File: src/rtl/pft_pkg.sv
package pft_pkg;
    typedef enum logic [2:0] {
        ST_IDLE,
        ST_GAP,
        ST_PAUSE,
        ST_MARK,
        ST_TRAIL
    } pft_state_e;
endpackage

File: src/rtl/pft_timebase.sv
module pft_timebase #(
    parameter int TS_W = 32
) (
    input  logic            clk,
    input  logic            rst_n,
    input  logic            tick,
    output logic [TS_W-1:0] now_next
);
    logic [TS_W-1:0] now_q;

    // tick count as it stands after the current edge
    assign now_next = now_q + (tick ? TS_W'(1) : '0);

    always_ff @(posedge clk or negedge rst_n) begin
        if (!rst_n) now_q <= '0;
        else        now_q <= now_next;
    end
endmodule

File: src/rtl/pft_bitsel.sv
module pft_bitsel #(
    parameter int MAX_BITS = 32,
    parameter int IDX_W    = 5
) (
    input  logic [MAX_BITS-1:0] word,
    input  logic [IDX_W-1:0]    idx,
    input  logic                ks_bit,
    output logic                tx_bit
);
    // data bit scrambled with the keystream
    assign tx_bit = word[idx] ^ ks_bit;
endmodule

File: src/rtl/pft_sequencer.sv
module pft_sequencer
    import pft_pkg::*;
#(
    parameter int MAX_BITS    = 32,
    parameter int TS_W        = 32,
    parameter int PAUSE_TICKS = 30,
    parameter int ONE_TICKS   = 150,
    parameter int ZERO_TICKS  = 90,
    parameter int GAP_TICKS   = 330,
    parameter int LEN_W       = 6,
    parameter int IDX_W       = 5
) (
    input  logic                clk,
    input  logic                rst_n,
    input  logic                tick,
    input  logic                start,
    input  logic [MAX_BITS-1:0] frame,
    input  logic [LEN_W-1:0]    len,
    input  logic [TS_W-1:0]     now_next,
    input  logic                tx_bit,
    output logic [MAX_BITS-1:0] sel_word,
    output logic [IDX_W-1:0]    sel_idx,
    output logic                ks_adv,
    output logic                mod_out,
    output logic                busy,
    output logic                done,
    output pft_state_e          state_o
);
    localparam logic [TS_W-1:0]  PAUSE_T   = TS_W'(PAUSE_TICKS);
    localparam logic [TS_W-1:0]  ONE_REST  = TS_W'(ONE_TICKS - PAUSE_TICKS);
    localparam logic [TS_W-1:0]  ZERO_REST = TS_W'(ZERO_TICKS - PAUSE_TICKS);
    localparam logic [TS_W-1:0]  GAP_T     = TS_W'(GAP_TICKS);
    localparam logic [LEN_W-1:0] MAX_LEN   = LEN_W'(MAX_BITS);

    pft_state_e          state, nstate;
    logic [TS_W-1:0]     mark, nmark;      // running deadline, and last frame end while idle
    logic [IDX_W-1:0]    idx, nidx;
    logic [LEN_W-1:0]    len_q, len_eff;
    logic [MAX_BITS-1:0] frame_q;
    logic                cur_bit;
    logic                done_q;
    logic                load;

    logic                seg_end;
    logic [TS_W-1:0]     launch_at;
    logic [TS_W-1:0]     lead;
    logic                must_wait;
    logic                last_bit;

    assign seg_end   = tick && (now_next == mark);
    assign launch_at = mark + GAP_T;
    assign lead      = launch_at - now_next;
    assign must_wait = !lead[TS_W-1] && (lead != '0);
    assign len_eff   = (len > MAX_LEN) ? MAX_LEN : len;
    assign last_bit  = ((LEN_W'(idx) + LEN_W'(1)) == len_q);

    // next-state and deadline planning
    always_comb begin
        nstate   = state;
        nmark    = mark;
        nidx     = idx;
        load     = 1'b0;
        sel_word = frame_q;
        sel_idx  = '0;
        unique case (state)
            ST_IDLE: begin
                sel_word = frame;
                if (start) begin
                    if (must_wait) begin
                        nstate = ST_GAP;
                        nmark  = launch_at;
                    end else if (len_eff == '0) begin
                        nstate = ST_TRAIL;
                        nmark  = now_next + PAUSE_T;
                    end else begin
                        nstate = ST_PAUSE;
                        nmark  = now_next + PAUSE_T;
                        nidx   = '0;
                        load   = 1'b1;
                    end
                end
            end
            ST_GAP: begin
                if (seg_end) begin
                    nmark = mark + PAUSE_T;
                    nidx  = '0;
                    if (len_q == '0) begin
                        nstate = ST_TRAIL;
                    end else begin
                        nstate = ST_PAUSE;
                        load   = 1'b1;
                    end
                end
            end
            ST_PAUSE: begin
                if (seg_end) begin
                    nstate = ST_MARK;
                    nmark  = mark + (cur_bit ? ONE_REST : ZERO_REST);
                end
            end
            ST_MARK: begin
                sel_idx = idx + IDX_W'(1);
                if (seg_end) begin
                    nmark = mark + PAUSE_T;
                    if (last_bit) begin
                        nstate = ST_TRAIL;
                    end else begin
                        nstate = ST_PAUSE;
                        nidx   = idx + IDX_W'(1);
                        load   = 1'b1;
                    end
                end
            end
            ST_TRAIL: begin
                if (seg_end) nstate = ST_IDLE;
            end
            default: nstate = ST_IDLE;
        endcase
    end

    // state register
    always_ff @(posedge clk or negedge rst_n) begin
        if (!rst_n) begin
            state   <= ST_IDLE;
            mark    <= '0;
            idx     <= '0;
            len_q   <= '0;
            frame_q <= '0;
            cur_bit <= 1'b0;
            done_q  <= 1'b0;
        end else begin
            state  <= nstate;
            mark   <= nmark;
            idx    <= nidx;
            done_q <= (state == ST_TRAIL) && seg_end;
            if (load) cur_bit <= tx_bit;
            if (state == ST_IDLE && start) begin
                frame_q <= frame;
                len_q   <= len_eff;
            end
        end
    end

    // outputs
    always_comb begin
        mod_out = (state == ST_PAUSE) || (state == ST_TRAIL);
        busy    = (state != ST_IDLE);
        ks_adv  = load;
        done    = done_q;
        state_o = state;
    end
endmodule

File: src/rtl/pause_frame_tx.sv
module pause_frame_tx
    import pft_pkg::*;
#(
    parameter int MAX_BITS    = 32,
    parameter int TS_W        = 32,
    parameter int PAUSE_TICKS = 30,
    parameter int ONE_TICKS   = 150,
    parameter int ZERO_TICKS  = 90,
    parameter int GAP_TICKS   = 330,
    localparam int LEN_W      = $clog2(MAX_BITS + 1),
    localparam int IDX_W      = (MAX_BITS > 1) ? $clog2(MAX_BITS) : 1
) (
    input  logic                clk,
    input  logic                rst_n,
    input  logic                tick,
    input  logic                start,
    input  logic [MAX_BITS-1:0] frame,
    input  logic [LEN_W-1:0]    len,
    input  logic                ks_bit,
    output logic                ks_adv,
    output logic                mod_out,
    output logic                busy,
    output logic                done
);
    logic [TS_W-1:0]     now_next;
    logic [MAX_BITS-1:0] sel_word;
    logic [IDX_W-1:0]    sel_idx;
    logic                tx_bit;
    pft_state_e          fsm_state;

    pft_timebase #(.TS_W(TS_W)) u_time (
        .clk      (clk),
        .rst_n    (rst_n),
        .tick     (tick),
        .now_next (now_next)
    );

    pft_bitsel #(.MAX_BITS(MAX_BITS), .IDX_W(IDX_W)) u_sel (
        .word   (sel_word),
        .idx    (sel_idx),
        .ks_bit (ks_bit),
        .tx_bit (tx_bit)
    );

    pft_sequencer #(
        .MAX_BITS    (MAX_BITS),
        .TS_W        (TS_W),
        .PAUSE_TICKS (PAUSE_TICKS),
        .ONE_TICKS   (ONE_TICKS),
        .ZERO_TICKS  (ZERO_TICKS),
        .GAP_TICKS   (GAP_TICKS),
        .LEN_W       (LEN_W),
        .IDX_W       (IDX_W)
    ) u_seq (
        .clk      (clk),
        .rst_n    (rst_n),
        .tick     (tick),
        .start    (start),
        .frame    (frame),
        .len      (len),
        .now_next (now_next),
        .tx_bit   (tx_bit),
        .sel_word (sel_word),
        .sel_idx  (sel_idx),
        .ks_adv   (ks_adv),
        .mod_out  (mod_out),
        .busy     (busy),
        .done     (done),
        .state_o  (fsm_state)
    );
endmodule

File: config.mk
export PLATFORM = sky130hd
export DESIGN_NAME = pause_frame_tx
export DESIGN_NICKNAME = d
export VERILOG_FILES = /design/src/rtl/pft_pkg.sv /design/src/rtl/pft_timebase.sv /design/src/rtl/pft_bitsel.sv /design/src/rtl/pft_sequencer.sv /design/src/rtl/pause_frame_tx.sv
export SDC_FILE = /design/constraint.sdc
export NUM_CORES = 1
export LEC_CHECK = 0
export ABC_AREA = 1
export BUFFER_PORTS_ARGS = -buffer_cell sky130_fd_sc_hd__buf_2
export CAP_MARGIN = 15
export CELL_PAD_IN_SITES_DETAIL_PLACEMENT = 2
export CELL_PAD_IN_SITES_GLOBAL_PLACEMENT = 2
export CORE_MARGIN = 2
export CORE_UTILIZATION = 34
export CTS_BUF_LIST = sky130_fd_sc_hd__clkbuf_4
export DETAILED_ROUTE_END_ITERATION = 10
export GPL_ROUTABILITY_DRIVEN = 0
export PLACE_DENSITY = 0.86
export SLEW_MARGIN = 20
export SYNTH_ARGS = -nofsm -noshare
export SYNTH_HDL_FRONTEND = slang
export SYNTH_SLANG_ARGS = --single-unit
File: constraint.sdc
create_clock -name clk -period 5.8 [get_ports clk]
set_clock_uncertainty 0.2 [all_clocks]
set_input_delay 0.29 -clock clk [delete_from_list [all_inputs] [get_ports clk]]
set_output_delay 0.29 -clock clk [all_outputs]
set_load 0.05 [all_outputs]
# [After elaboration in Yosys (flattened, before gate mapping)]
# Index checks and enable logic that the tools add are counted.
# Widths: inputs -> output; s select.
[word_totals] output_inout_bits=4 ff_bits=112 inputBits=43
[op_classes] n_lt_le_gt_ge=2 n_bitwise=1 n_eq_ne=15 mux=37 add_sub_neg=8 n_reduce_logical=17
[op_table] operator="$mux 32" n=5
[op_table] operator="$pmux 32 s3" n=1
[op_table] operator="$add 32x32->32" n=2
[op_table] operator="$add 32x5->32 const B" n=2
[op_table] operator="$mux 5" n=7
[op_table] operator="$add 32x9->32 const B" n=1
[op_table] operator="$eq 32x32->1" n=1
[op_table] operator="$reduce_bool 32->1" n=1
[op_table] operator="$sub 32x32->32" n=1
[op_table] operator="$mux 3" n=9
[op_table] operator="$pmux 3 s5" n=1
[op_table] operator="$pmux 5 s3" n=1
[op_table] operator="$logic_not 6->1" n=2
[op_table] operator="$ne 2x1->1 const B" n=5
[op_table] operator="$mux 1" n=9
[op_table] operator="$reduce_bool 3->1" n=3
[op_table] operator="$ne 2x2->1 const B" n=4
[op_table] operator="$mux 7" n=1
[op_table] operator="$reduce_and 7->1" n=1
[op_table] operator="$add 5x1->6 const B" n=1
[op_table] operator="$eq 3x2->1 const B" n=2
[op_table] operator="$eq 6x6->1" n=1
[op_table] operator="$gt 6x6->1 const B" n=1
[op_table] operator="$lt 5x6->1 const B" n=1
[op_table] operator="14 further kinds" n=17

# [Longest topological paths before layout]
[logic_depth] depth_word=8 depth_mapped=34 mapped_depth_nobuf=32

# [Cells and area by module]
# Synthesis repeated with hierarchy kept, for this count alone.
[hier_totals] hier_cells=2110 hier_area_um2=12613.3
[by_module_without_submodules] mod="pft_sequencer" instances=1 area_each_um2=10362.4 cells_per_inst=1806
[by_module_without_submodules] mod="pft_timebase" instances=1 area_each_um2=1849.3 cells_per_inst=224
[by_module_without_submodules] mod="pft_bitsel" instances=1 area_each_um2=401.6 cells_per_inst=80

# [Worst setup path before layout]
# Ideal clock, no wire load.
[synth_path] path_kind="register -> output" startpoint="register u_seq.mark[1]" endpoint="output ks_adv" stages_incl_launch_ff=27 path_buffers=0 path_slack_ns=1.402 arrival_time_ns=3.908 path_cell_list="dfrtp_1 -> inv_1 -> o21ai_0 -> nand2_1 -> nor2_1 -> o21ai_0 -> a21oi_1 -> inv_1 -> nor2_1 -> nand2_1 -> xor2_1 -> inv_1 -> ha_1 -> nand2_1 -> nor2_1 -> inv_1 -> nor2_1 -> nand3_1 -> nand4_1 -> nand2_1 -> nor2_1 -> nand2_1 -> nor2_1 -> nand4_2 -> nand2_2 -> nand3_1 -> nand2_1"
[synth_between] elab_chain_cells=7 elab_cells_between_ends=12
[synth_lines] element="start: declaration" line="pft_sequencer.sv:36" text="logic [TS_W-1:0] mark, nmark;"
[synth_lines] element="start signal: assignment" line="pft_sequencer.sv:133" text="mark <= nmark;"
[synth_lines] element="$add 32x9->32" line="pft_sequencer.sv:51" text="assign launch_at = mark + GAP_T;"
[synth_lines] element="$sub 32x32->32" line="pft_sequencer.sv:52" text="assign lead = launch_at - now_next;"
[synth_lines] element="$reduce_bool 32->1 or $logic_not 1->1 (tied branches)" line="pft_sequencer.sv:53" text="assign must_wait = !lead[TS_W-1] && (lead != '0);"
[synth_lines] element="$logic_and 1x1->1" line="pft_sequencer.sv:53"
[synth_lines] element="$mux 1" line="pft_sequencer.sv:69" text="if (must_wait) begin"
[synth_lines] element="$mux 1" line="pft_sequencer.sv:68" text="if (start) begin"
[synth_lines] element="$pmux 1 s3 (*)" line="pft_sequencer.sv:65" text="unique case (state)"
[synth_lines] element="end: declaration" line="pause_frame_tx.sv:20" text="output logic ks_adv,"
# Mark *: on every way between the ends. The rest lies on a longest branch, timed or not.

# [Worst setup path in the final report]
[layout_path] startpoint="register u_seq.mark[2]" endpoint="output ks_adv"
# The elaborated chain is that of the path after synthesis.

==> results.ini <==
[yosys]
syn_nets=2263
syn_area_um2=12400
synth.ff_latch_count=112
synth_top_family_by_area=simple AND/OR/NAND/NOR gates
ys_seq_area_frac=0.226
synthCells=2179
avgSynthCellArea_um2=5.68
synth_edf_count=0
synth_compound_gate_area_share=0.0997
yosys.area_share.simple=0.448
synthXorXnorAreaFrac=0.0628
synth-async-reset-ratio=1.00
yosysWarnings=0
synth-adder-area-share=0.0420
synth.area.mux_share=0
synth.distinct_cells=50
synthFlopType=dfrtp_1

[global_routing]
grt_pass1_wl_um=113000
grt.overflow.total=0
grt_pass1_vias=18200
track_usage=0.391
antenna_found_initial=3
grt_max_degree=58

[place]
port_buffers=46
dp_hpwl_um=49700
dpl_cell_area_um2=13200

[setup_path]
path_max_fanout=5
cpPeakStageDelay_ns=0.50
crit_path_start_kind=flop
cpMaxStageDelayCell=xor2_2
crit_buf_inv=4
crit_top_cell=nand2_1
crit_family=simple AND/OR/NAND/NOR gates
worstPathRequired_ns=5.31
cp.arrival_ns=5.67
end_kind=output port
critical_path_class=reg -> out

[clocking]
clkLatencyLatePin_ns=0.61
cts-root-buf=clkbuf_4
cts.path.max_buffers=2
h-tree-depth=3
cts_tree=done
clk_pin_slew_ns=0.28
cts_sinks=112
cts_buffers=9

[hold_path]
hp-class=in -> async

[cells_and_area]
drive_gt1_frac=0.106
syn_to_final_growth_pct=16.0
fin_nets=2355
final_common_cell=nand2_1
most-common-layout-cells=704 x nand2_1, 320 x inv_1, 278 x nor2_1
final_cell_area_um2=14400

[sta]
whs_ns=0.119
fin_tns_setup_ns=-0.435
worst_pin_slew_ns=1.15
period_needed_ns=6.16
setup_viol=6
fmax_mhz=162
period_share=1.06
maxSlewHeadroom=0.229
worst_slack_ns=-0.365
maxSlewViolCount=0
hold_viol_final=0

[die]
die_h_um=195
core_um2=35700
ios=47
rows=69
dieArea_um2=38000
die_w_um=195
floorplan.initialDensity=0.346

[pwr]
total_power_mw=9.83
p_leak_nw=7.56
ir_worst_vdd_mv=0.459
p_switching_mw=6.52
p_seq_frac=0.157
powerDensity_nw_per_um2=685
p_int_mw=3.31
swShare=0.663
clkPwrFrac=0.052
power.share.combinational=0.792

[outcome]
run_status=finished, violations left
violations=negative setup slack

[routing]
first_pass_iters=6
drc_errors=0
ant_nets=0
finalWirelength_um=80800
vias_per_cell=6.19
avgRoutedWirePerCell_um=29.5
drtIter0Drc=1640
via_count=17000

[run]
maxCapViolCount=0

## cell type report
cell class	count	area [µm²]
clock inverter	7	95.1
timing repair buffer	139	1050
sequential	112	2820
fill	4540	21400
clock buffer	9	67.6
multi-input combinational	1678	8500
tap	461	577
inverter	331	1240
antenna	1	2.50
## power groups by stage
stage | Clock [mW] | Combinational [mW] | Sequential, mW
after CTS | 0.492 | 6.46 | 1.42
after floorplan | 0 | 4.26 | 1.22
after global routing | 0.525 | 8.16 | 1.53
final | 0.509 | 7.78 | 1.54
after global placement | 0 | 5.89 | 1.41
after detailed placement | 0 | 6.27 | 1.44
## metrics by stage
stage / utilization / std cells / setup WS, ns
floorplan: - / 2179 / 1.40
global placement: 0.369 / 2662 / 0.508
detailed placement: 0.369 / 2662 / 0.121
CTS: 0.390 / 2728 / 0.0123
global route: 0.402 / 2738 / -0.328
finish: 0.402 / 2738 / -0.365
## sequential cells by signal (all words and copies together), names as in the netlist
name	cells
u_seq.len_q	6
u_seq.done	1
u_seq.frame_q	32
u_seq.mark	32
u_seq.state_o	3
u_seq.cur_bit	1
u_seq.idx	5
u_time.now_q	32
## path summary, 6_finish.rpt
kind,slack (ns),startpoint,end,cells past startpoint
max,-0.36,u_seq.mark[2]$_DFFE_PN0P_,ks_adv,27
min,0.12,rst_n,u_seq.len_q[4]$_DFFE_PN0P_,2
max reg2reg,-0.06,u_seq.mark[2]$_DFFE_PN0P_,u_seq.idx[0]$_DFFE_PN0P_,28
min reg2reg,0.35,u_seq.frame_q[31]$_DFFE_PN0P_,u_seq.frame_q[31]$_DFFE_PN0P_,2
max in group asynchronous,3.71,rst_n,u_seq.mark[1]$_DFFE_PN0P_,3
min in group clk,0.18,start,u_seq.frame_q[11]$_DFFE_PN0P_,6
## synth_stat cells, types with 7 or more instances
master	count	share of area
buf_2	17	0.0069
nand3_1	175	0.071
ha_1	40	0.040
nor4_1	7	0.0035
nand3b_1	13	0.0079
xor2_1	80	0.057
nand2_1	716	0.22
dfrtp_1	112	0.23
o211ai_1	10	0.0061
nand2_2	10	0.0051
nor2_1	303	0.092
o21ai_0	92	0.037
o22ai_1	7	0.0035
nor3_1	33	0.013
clkbuf_1	32	0.0097
nand4_1	42	0.021
a21oi_1	87	0.035
inv_1	322	0.098
## cells by family after synthesis
family                   Yosys count
AND/OR/NAND/NOR                 1325
buffers and inverters            389
AO/OA/AOI/OAI                    225
flip-flops                       112
XOR/XNOR                          87
adder cells (fa/ha/maj)           41
## worst register-to-register path, delay by kind of cell, from the launching register on
family / cells / cell delay, ns
and+or+nand+nor: 20 / 3.13
xor gates and xnor gates: 1 / 0.50
adders and majority gates: 2 / 0.70
DFF: 1 / 0.47
buffers and inverters: 4 / 0.73
AOI/OAI and AO/OA: 1 / 0.09
## layer usage
layer | track usage | part of all wire | up-vias
met3 | 0.0691 | 0.074 | 389
met2 | 0.680 | 0.47 | 986
met1 | 0.461 | 0.38 | 8554
met4 | 0.205 | 0.072 | 2
met5 | 0 | 0.00024 | -
li1 | - | - | 7019
## repair_timing
item | 4_1_cts | 5_1_grt
setup endpoints to repair | 1 | 32
resized for setup | 22 | 95
setup buffers | 4 | 9
pin swaps | 0 | 6
hold buffers | 46 | 0
hold endpoints to repair | 97 | 0
No activity file was read; power rests on OpenSTA's default activity.
